**src/rtl/main_ctl_pkg.sv**
```systemverilog
package main_ctl_pkg;

  localparam int OP_W      = 6;
  localparam int CLASS_W   = 2;
  localparam int NUM_KINDS = 6;

  typedef enum logic [CLASS_W-1:0] {
    ALU_ADD  = 2'b00,
    ALU_SUB  = 2'b01,
    ALU_FUNC = 2'b10,
    ALU_OR   = 2'b11
  } alu_class_e;

  typedef enum int {
    K_REG  = 0,
    K_ORI  = 1,
    K_LOAD = 2,
    K_STOR = 3,
    K_BEQ  = 4,
    K_JMP  = 5
  } kind_e;

  typedef struct packed {
    logic       reg_dst;
    logic       alu_src;
    logic       mem_to_reg;
    logic       reg_wr;
    logic       mem_wr;
    logic       mem_rd;
    logic       branch;
    logic       jump;
    logic       ext_sign;
    alu_class_e alu_class;
  } ctrl_t;

  function automatic logic [OP_W-1:0] kind_opcode(input int k);
    case (k)
      K_REG:   kind_opcode = 6'b000000;
      K_ORI:   kind_opcode = 6'b001101;
      K_LOAD:  kind_opcode = 6'b100011;
      K_STOR:  kind_opcode = 6'b101011;
      K_BEQ:   kind_opcode = 6'b000100;
      default: kind_opcode = 6'b000010;
    endcase
  endfunction

  // don't-care fields are held at 0
  function automatic ctrl_t kind_row(input int k);
    ctrl_t r;
    r = '0;
    case (k)
      K_REG:  begin r.reg_dst = 1'b1; r.reg_wr = 1'b1; r.alu_class = ALU_FUNC; end
      K_ORI:  begin r.alu_src = 1'b1; r.reg_wr = 1'b1; r.alu_class = ALU_OR; end
      K_LOAD: begin
        r.alu_src = 1'b1; r.mem_to_reg = 1'b1; r.reg_wr = 1'b1;
        r.mem_rd = 1'b1; r.ext_sign = 1'b1; r.alu_class = ALU_ADD;
      end
      K_STOR: begin r.alu_src = 1'b1; r.mem_wr = 1'b1; r.ext_sign = 1'b1; r.alu_class = ALU_ADD; end
      K_BEQ:  begin r.branch = 1'b1; r.alu_class = ALU_SUB; end
      default: r.jump = 1'b1;
    endcase
    return r;
  endfunction

endpackage

```
**src/rtl/op_matcher.sv**
```systemverilog
module op_matcher
  import main_ctl_pkg::*;
(
  input  logic [OP_W-1:0]      op_i,
  output logic [NUM_KINDS-1:0] hit_o
);

  for (genvar k = 0; k < NUM_KINDS; k++) begin : g_match
    assign hit_o[k] = (op_i == kind_opcode(k));
  end

  always_comb begin

    hit_onehot_chk: assert ($onehot0(hit_o))
      else $error("opcode matched more than one kind");
  end

endmodule

```
**src/rtl/ctrl_rows.sv**
```systemverilog
module ctrl_rows
  import main_ctl_pkg::*;
(
  input  logic [NUM_KINDS-1:0] hit_i,
  output ctrl_t                ctrl_o
);

  always_comb begin
    ctrl_o = '0;
    for (int k = 0; k < NUM_KINDS; k++) begin
      if (hit_i[k]) ctrl_o = ctrl_t'(ctrl_o | kind_row(k));
    end


    mem_excl_chk: assert ($onehot0({ctrl_o.mem_wr, ctrl_o.mem_rd, ctrl_o.branch, ctrl_o.jump}))
      else $error("side-effect controls overlap");

    wr_excl_chk: assert (!(ctrl_o.reg_wr && (ctrl_o.mem_wr || ctrl_o.branch || ctrl_o.jump)))
      else $error("register write with store/branch/jump");

    idle_chk: assert ((|hit_i) || (ctrl_o == '0))
      else $error("unknown opcode produced controls");

    load_path_chk: assert (ctrl_o.mem_to_reg == ctrl_o.mem_rd)
      else $error("write-back select without memory read");
  end

endmodule

```
**src/rtl/main_ctl_decoder.sv**
```systemverilog
module main_ctl_decoder
  import main_ctl_pkg::*;
(
  input  logic [5:0] op_i,
  output logic       reg_dst_o,
  output logic       alu_src_o,
  output logic       mem_to_reg_o,
  output logic       reg_wr_o,
  output logic       mem_wr_o,
  output logic       mem_rd_o,
  output logic       branch_o,
  output logic       jump_o,
  output logic       ext_sign_o,
  output logic [1:0] alu_class_o
);

  logic [NUM_KINDS-1:0] hit;
  ctrl_t                ctrl;

  op_matcher i_match (.op_i(op_i), .hit_o(hit));
  ctrl_rows  i_rows  (.hit_i(hit), .ctrl_o(ctrl));

  assign reg_dst_o    = ctrl.reg_dst;
  assign alu_src_o    = ctrl.alu_src;
  assign mem_to_reg_o = ctrl.mem_to_reg;
  assign reg_wr_o     = ctrl.reg_wr;
  assign mem_wr_o     = ctrl.mem_wr;
  assign mem_rd_o     = ctrl.mem_rd;
  assign branch_o     = ctrl.branch;
  assign jump_o       = ctrl.jump;
  assign ext_sign_o   = ctrl.ext_sign;
  assign alu_class_o  = ctrl.alu_class;

endmodule

```
**config.mk**
```make
export PLATFORM = sky130hd
export DESIGN_NAME = main_ctl_decoder
export DESIGN_NICKNAME = d
export VERILOG_FILES = /design/src/rtl/main_ctl_pkg.sv /design/src/rtl/op_matcher.sv /design/src/rtl/ctrl_rows.sv /design/src/rtl/main_ctl_decoder.sv
export SDC_FILE = /design/constraint.sdc
export NUM_CORES = 1
export LEC_CHECK = 0
export BUFFER_PORTS_ARGS = -buffer_cell sky130_fd_sc_hd__buf_2
export CORE_AREA = 10 10 47 49
export DETAILED_ROUTE_END_ITERATION = 10
export DIE_AREA = 0 0 57 59
export PLACE_DENSITY = 0.33
export SLEW_MARGIN = 20
export SYNTH_ARGS = -nofsm -noshare
export SYNTH_HDL_FRONTEND = slang
export SYNTH_SLANG_ARGS = --single-unit
```
**constraint.sdc**
```tcl
create_clock -name vclk -period 0.8
set_input_delay 0.08 -clock vclk [all_inputs]
set_output_delay 0.08 -clock vclk [all_outputs]
set_load 0.01 [all_outputs]
```
==> flow_summary.html <==
<table>
<tr><th>Metric</th><th>Value</th></tr>
<tr><th colspan="2">Outcome</th></tr>
<tr><td>Result of the run</td><td>complete, but fails checks</td></tr>
<tr><td>Failing checks</td><td>negative setup slack</td></tr>
<tr><th colspan="2">Hold path</th></tr>
<tr><td>Min-delay worst type</td><td>input pin to output pin</td></tr>
<tr><th colspan="2">Global routing</th></tr>
<tr><td>Maximum number of pins on one net before global-route repair</td><td>7</td></tr>
<tr><td>GR Util met2</td><td>0.0558</td></tr>
<tr><td>Congestion Overflow GR</td><td>0</td></tr>
<tr><td>Combined global-route utilization of all metal layers</td><td>0.0341</td></tr>
<tr><td>Via count of the first global-routing pass</td><td>~260</td></tr>
<tr><td>First-pass GRT wire length</td><td>1040 um</td></tr>
<tr><td>GR Layer Usage met1</td><td>0.0413</td></tr>
<tr><td>Global route hottest layer</td><td>met2</td></tr>
<tr><td>Global Route met3 Usage</td><td>0.0172</td></tr>
<tr><td>Antenna violations before repair</td><td>0</td></tr>
<tr><th colspan="2">Synth</th></tr>
<tr><td>Number of synthesis warnings</td><td>0</td></tr>
<tr><td>Synthesized area</td><td>around 130 um2</td></tr>
<tr><td>Cell types occupying the most area after synthesis</td><td>nor3_1, nor2_1, and2_1</td></tr>
<tr><td>Synth area leader</td><td>nor3_1</td></tr>
<tr><td>Multiplexer area fraction after synthesis</td><td>0</td></tr>
<tr><td>Simple-gate portion of the synthesized area</td><td>0.769</td></tr>
<tr><td>Most frequent cell after synthesis</td><td>nor2_1</td></tr>
<tr><td>Main combinational cell family by area after synthesis</td><td>simple AND/OR/NAND/NOR gates</td></tr>
<tr><td>Portion of the post-synthesis area used by sequential elements</td><td>0</td></tr>
<tr><td>Share of Yosys cell area claimed by the top area cell type</td><td>0.115</td></tr>
<tr><td>Area fraction in compound gates after synthesis</td><td>0.106</td></tr>
<tr><td>Top cells by instance count after synthesis</td><td>nor2_1, nor3_1, and2_1, and3_1</td></tr>
<tr><td>Synthesized net count</td><td>27</td></tr>
<tr><td>Avg Synthesized Cell Area</td><td>6.20 um2</td></tr>
<tr><td>Gate Count Post-Synth</td><td>21</td></tr>
<tr><td>Area share of fa/ha/maj cells after synthesis</td><td>0</td></tr>
<tr><td>Number of distinct standard cells referenced by the synthesized netlist</td><td>14</td></tr>
<tr><td>Xor and xnor fraction of the mapped netlist area</td><td>0.0673</td></tr>
<tr><th colspan="2">Timing</th></tr>
<tr><td>Worst setup margin</td><td>-0.134 ns</td></tr>
<tr><td>Transition at the pin with the smallest max-transition slack</td><td>~0.17 ns</td></tr>
<tr><td>Achievable frequency</td><td>1.07 GHz</td></tr>
<tr><td>Period utilisation layout</td><td>1.17</td></tr>
<tr><td>Setup-violating endpoint count in the final report</td><td>7</td></tr>
<tr><td>Final hold viol count</td><td>0</td></tr>
<tr><td>Pins over their slew limit</td><td>0</td></tr>
<tr><td>Unrepaired setup endpoints after global routing</td><td>yes</td></tr>
<tr><td>Minimum clock period after layout</td><td>0.934 ns</td></tr>
<tr><td>Remaining max-slew budget at the tightest pin</td><td>0.885</td></tr>
<tr><th colspan="2">Setup path</th></tr>
<tr><td>Critical path launch point</td><td>op_i[0]</td></tr>
<tr><td>Slowest Stage Delay on Critical Path</td><td>0.19 ns</td></tr>
<tr><td>Type of element launching the critical path</td><td>input pin</td></tr>
<tr><td>Slowest stage cell on the critical path</td><td>or2_1</td></tr>
<tr><td>Critical Path Fanout Max</td><td>4</td></tr>
<tr><td>Capturing element type of the critical path</td><td>output pin</td></tr>
<tr><td>Cell-by-cell trace of the critical path</td><td>buf_4 -&gt; and3_4 -&gt; o21a_1 -&gt; or2_1 -&gt; buf_2</td></tr>
<tr><td>Data arrival time of the worst path</td><td>0.85 ns</td></tr>
<tr><td>Critical Path RT</td><td>0.72 ns</td></tr>
<tr><td>Crit Path Class</td><td>input pin to output pin</td></tr>
<tr><td>Capture point of the critical path</td><td>reg_wr_o</td></tr>
<tr><th colspan="2">Job</th></tr>
<tr><td>Max Cap Viol</td><td>0</td></tr>
<tr><th colspan="2">CTS</th></tr>
<tr><td>Hold buffer count at cts</td><td>0</td></tr>
<tr><th colspan="2">Final layout</th></tr>
<tr><td>Fill count</td><td>167</td></tr>
<tr><td>Post-route core utilization</td><td>0.291</td></tr>
<tr><td>Seq_cells</td><td>0</td></tr>
<tr><td>Clock buffers</td><td>0</td></tr>
<tr><td>Register Area</td><td>0 um2</td></tr>
<tr><td>Share of cells above drive strength 1</td><td>0.708</td></tr>
<tr><td>Number of nets in the final layout</td><td>56</td></tr>
<tr><td>Layout overhead on the synthesized area</td><td>213%</td></tr>
<tr><td>Number of antenna diodes</td><td>0</td></tr>
<tr><th colspan="2">Routing</th></tr>
<tr><td>Number of nets with antenna violations after detailed routing</td><td>0</td></tr>
<tr><td>Number of vias after detailed routing</td><td>240</td></tr>
<tr><td>Router iterations before antenna repair</td><td>2</td></tr>
<tr><td>Final Routed Wirelength</td><td>663 um</td></tr>
<tr><td>Routed length per instance</td><td>~10 um</td></tr>
<tr><td>DRC violations left</td><td>0</td></tr>
<tr><td>DRT iter0 DRCs</td><td>2</td></tr>
<tr><td>Vias per Instance</td><td>3.75</td></tr>
<tr><th colspan="2">Place</th></tr>
<tr><td>GP Congestion</td><td>roughly 0.66</td></tr>
<tr><td>Sum of net half-perimeters after detailed placement</td><td>between 500 and 600 um</td></tr>
<tr><td>Number of buffers added on ports</td><td>17</td></tr>
<tr><th colspan="2">Floorplan</th></tr>
<tr><td>Die Y</td><td>59 um</td></tr>
<tr><td>Die width</td><td>57 um</td></tr>
<tr><td>Number of I/O pins</td><td>17</td></tr>
<tr><td>Site Rows</td><td>14</td></tr>
<tr><td>Initial standard-cell utilization of the core</td><td>0.0929</td></tr>
<tr><td>Floorplan Core Area</td><td>around 0.0014 mm2</td></tr>
<tr><td>Area enclosed by the die boundary</td><td>about 0.0034 mm2</td></tr>
<tr><th colspan="2">Power</th></tr>
<tr><td>Overall power after layout</td><td>~150 uW</td></tr>
<tr><td>Largest vdd supply drop</td><td>~0.00016 V</td></tr>
<tr><td>Total power density per cell area</td><td>~360 mW/mm2</td></tr>
<tr><td>Leakage power</td><td>0.215 nW</td></tr>
</table>
## power breakdown
group	leakage (nW)	switching, mW	internal (mW)
Combinational	0.215	0.0558	0.0913
Sequential	0	0	0
Clock	0	0	0
Total	0.215	0.0558	0.0913
## critical path, delay by kind of cell
family	cells	cell delay (ns)
compound gates	1	0.17
simple gates	2	0.33
buf+inv	2	0.27
## layout by cell type, fill, tap and decap left out, types with 2 or more instances in the layout
cell type,instances
buf_4,10
buf_6,7
buf_8,3
nor2_1,3
buf_2,8
nor3_2,2
## worst min-delay path by stage
stage | slack [ns] | start | to | cells past startpoint
6_report | 0.49 | op_i[1] | jump_o | 3
5_1_grt | 0.52 | op_i[1] | jump_o | 3
4_1_cts | 0.50 | op_i[1] | jump_o | 3
3_5_place_dp | 0.53 | op_i[4] | alu_src_o | 4
3_3_place_gp | 0.54 | op_i[4] | alu_src_o | 4
2_1_floorplan | 0.20 | op_i[3] | mem_rd_o | 1
## final cells by class
type	instances	area (um2)	share of cell area
timing repair buffer	28	239	0.586
tap	16	20.0	0.0491
multi-input combinational	20	149	0.365
## metrics by stage
| stage | TNS, ns | instance area [um2] | hold slack, ns | setup WS (ns) | std cells |
|---|---|---|---|---|---|
| final | -0.468 | 408 | 0.494 | -0.134 | 64 |
| after global routing | -1.11 | 408 | 0.521 | -0.173 | 64 |
| after floorplan | 0 | 135 | 0.200 | 0.0277 | 21 |
| after global placement | -0.909 | 300 | 0.537 | -0.176 | 62 |
| after CTS | -0.576 | 377 | 0.502 | -0.148 | 63 |
| after detailed placement | -0.932 | 300 | 0.535 | -0.179 | 62 |
## cell families after synthesis
| kind of cell | Yosys count |
|---|---|
| buffers and inverters | 1 |
| XOR/XNOR | 1 |
| AO/OA/AOI/OAI | 2 |
| AND/OR/NAND/NOR | 17 |
## what timing repair did
| item | in CTS | in global routing |
|---|---|---|
| endpoints found under the hold margin | 0 | 0 |
| gates cloned | 0 | 0 |
| endpoints found under the setup margin | 11 | 11 |
| pin swaps | 9 | 4 |
| buffers inserted | 1 | 1 |
| gates resized for setup | 17 | 5 |
## per-layer routing
layer	share of wire	wire [um]
met5	0	0
met4	0	0
met3	0.12	81
met2	0.45	297
met1	0.43	284
Power figures use the tool's default switching activity.
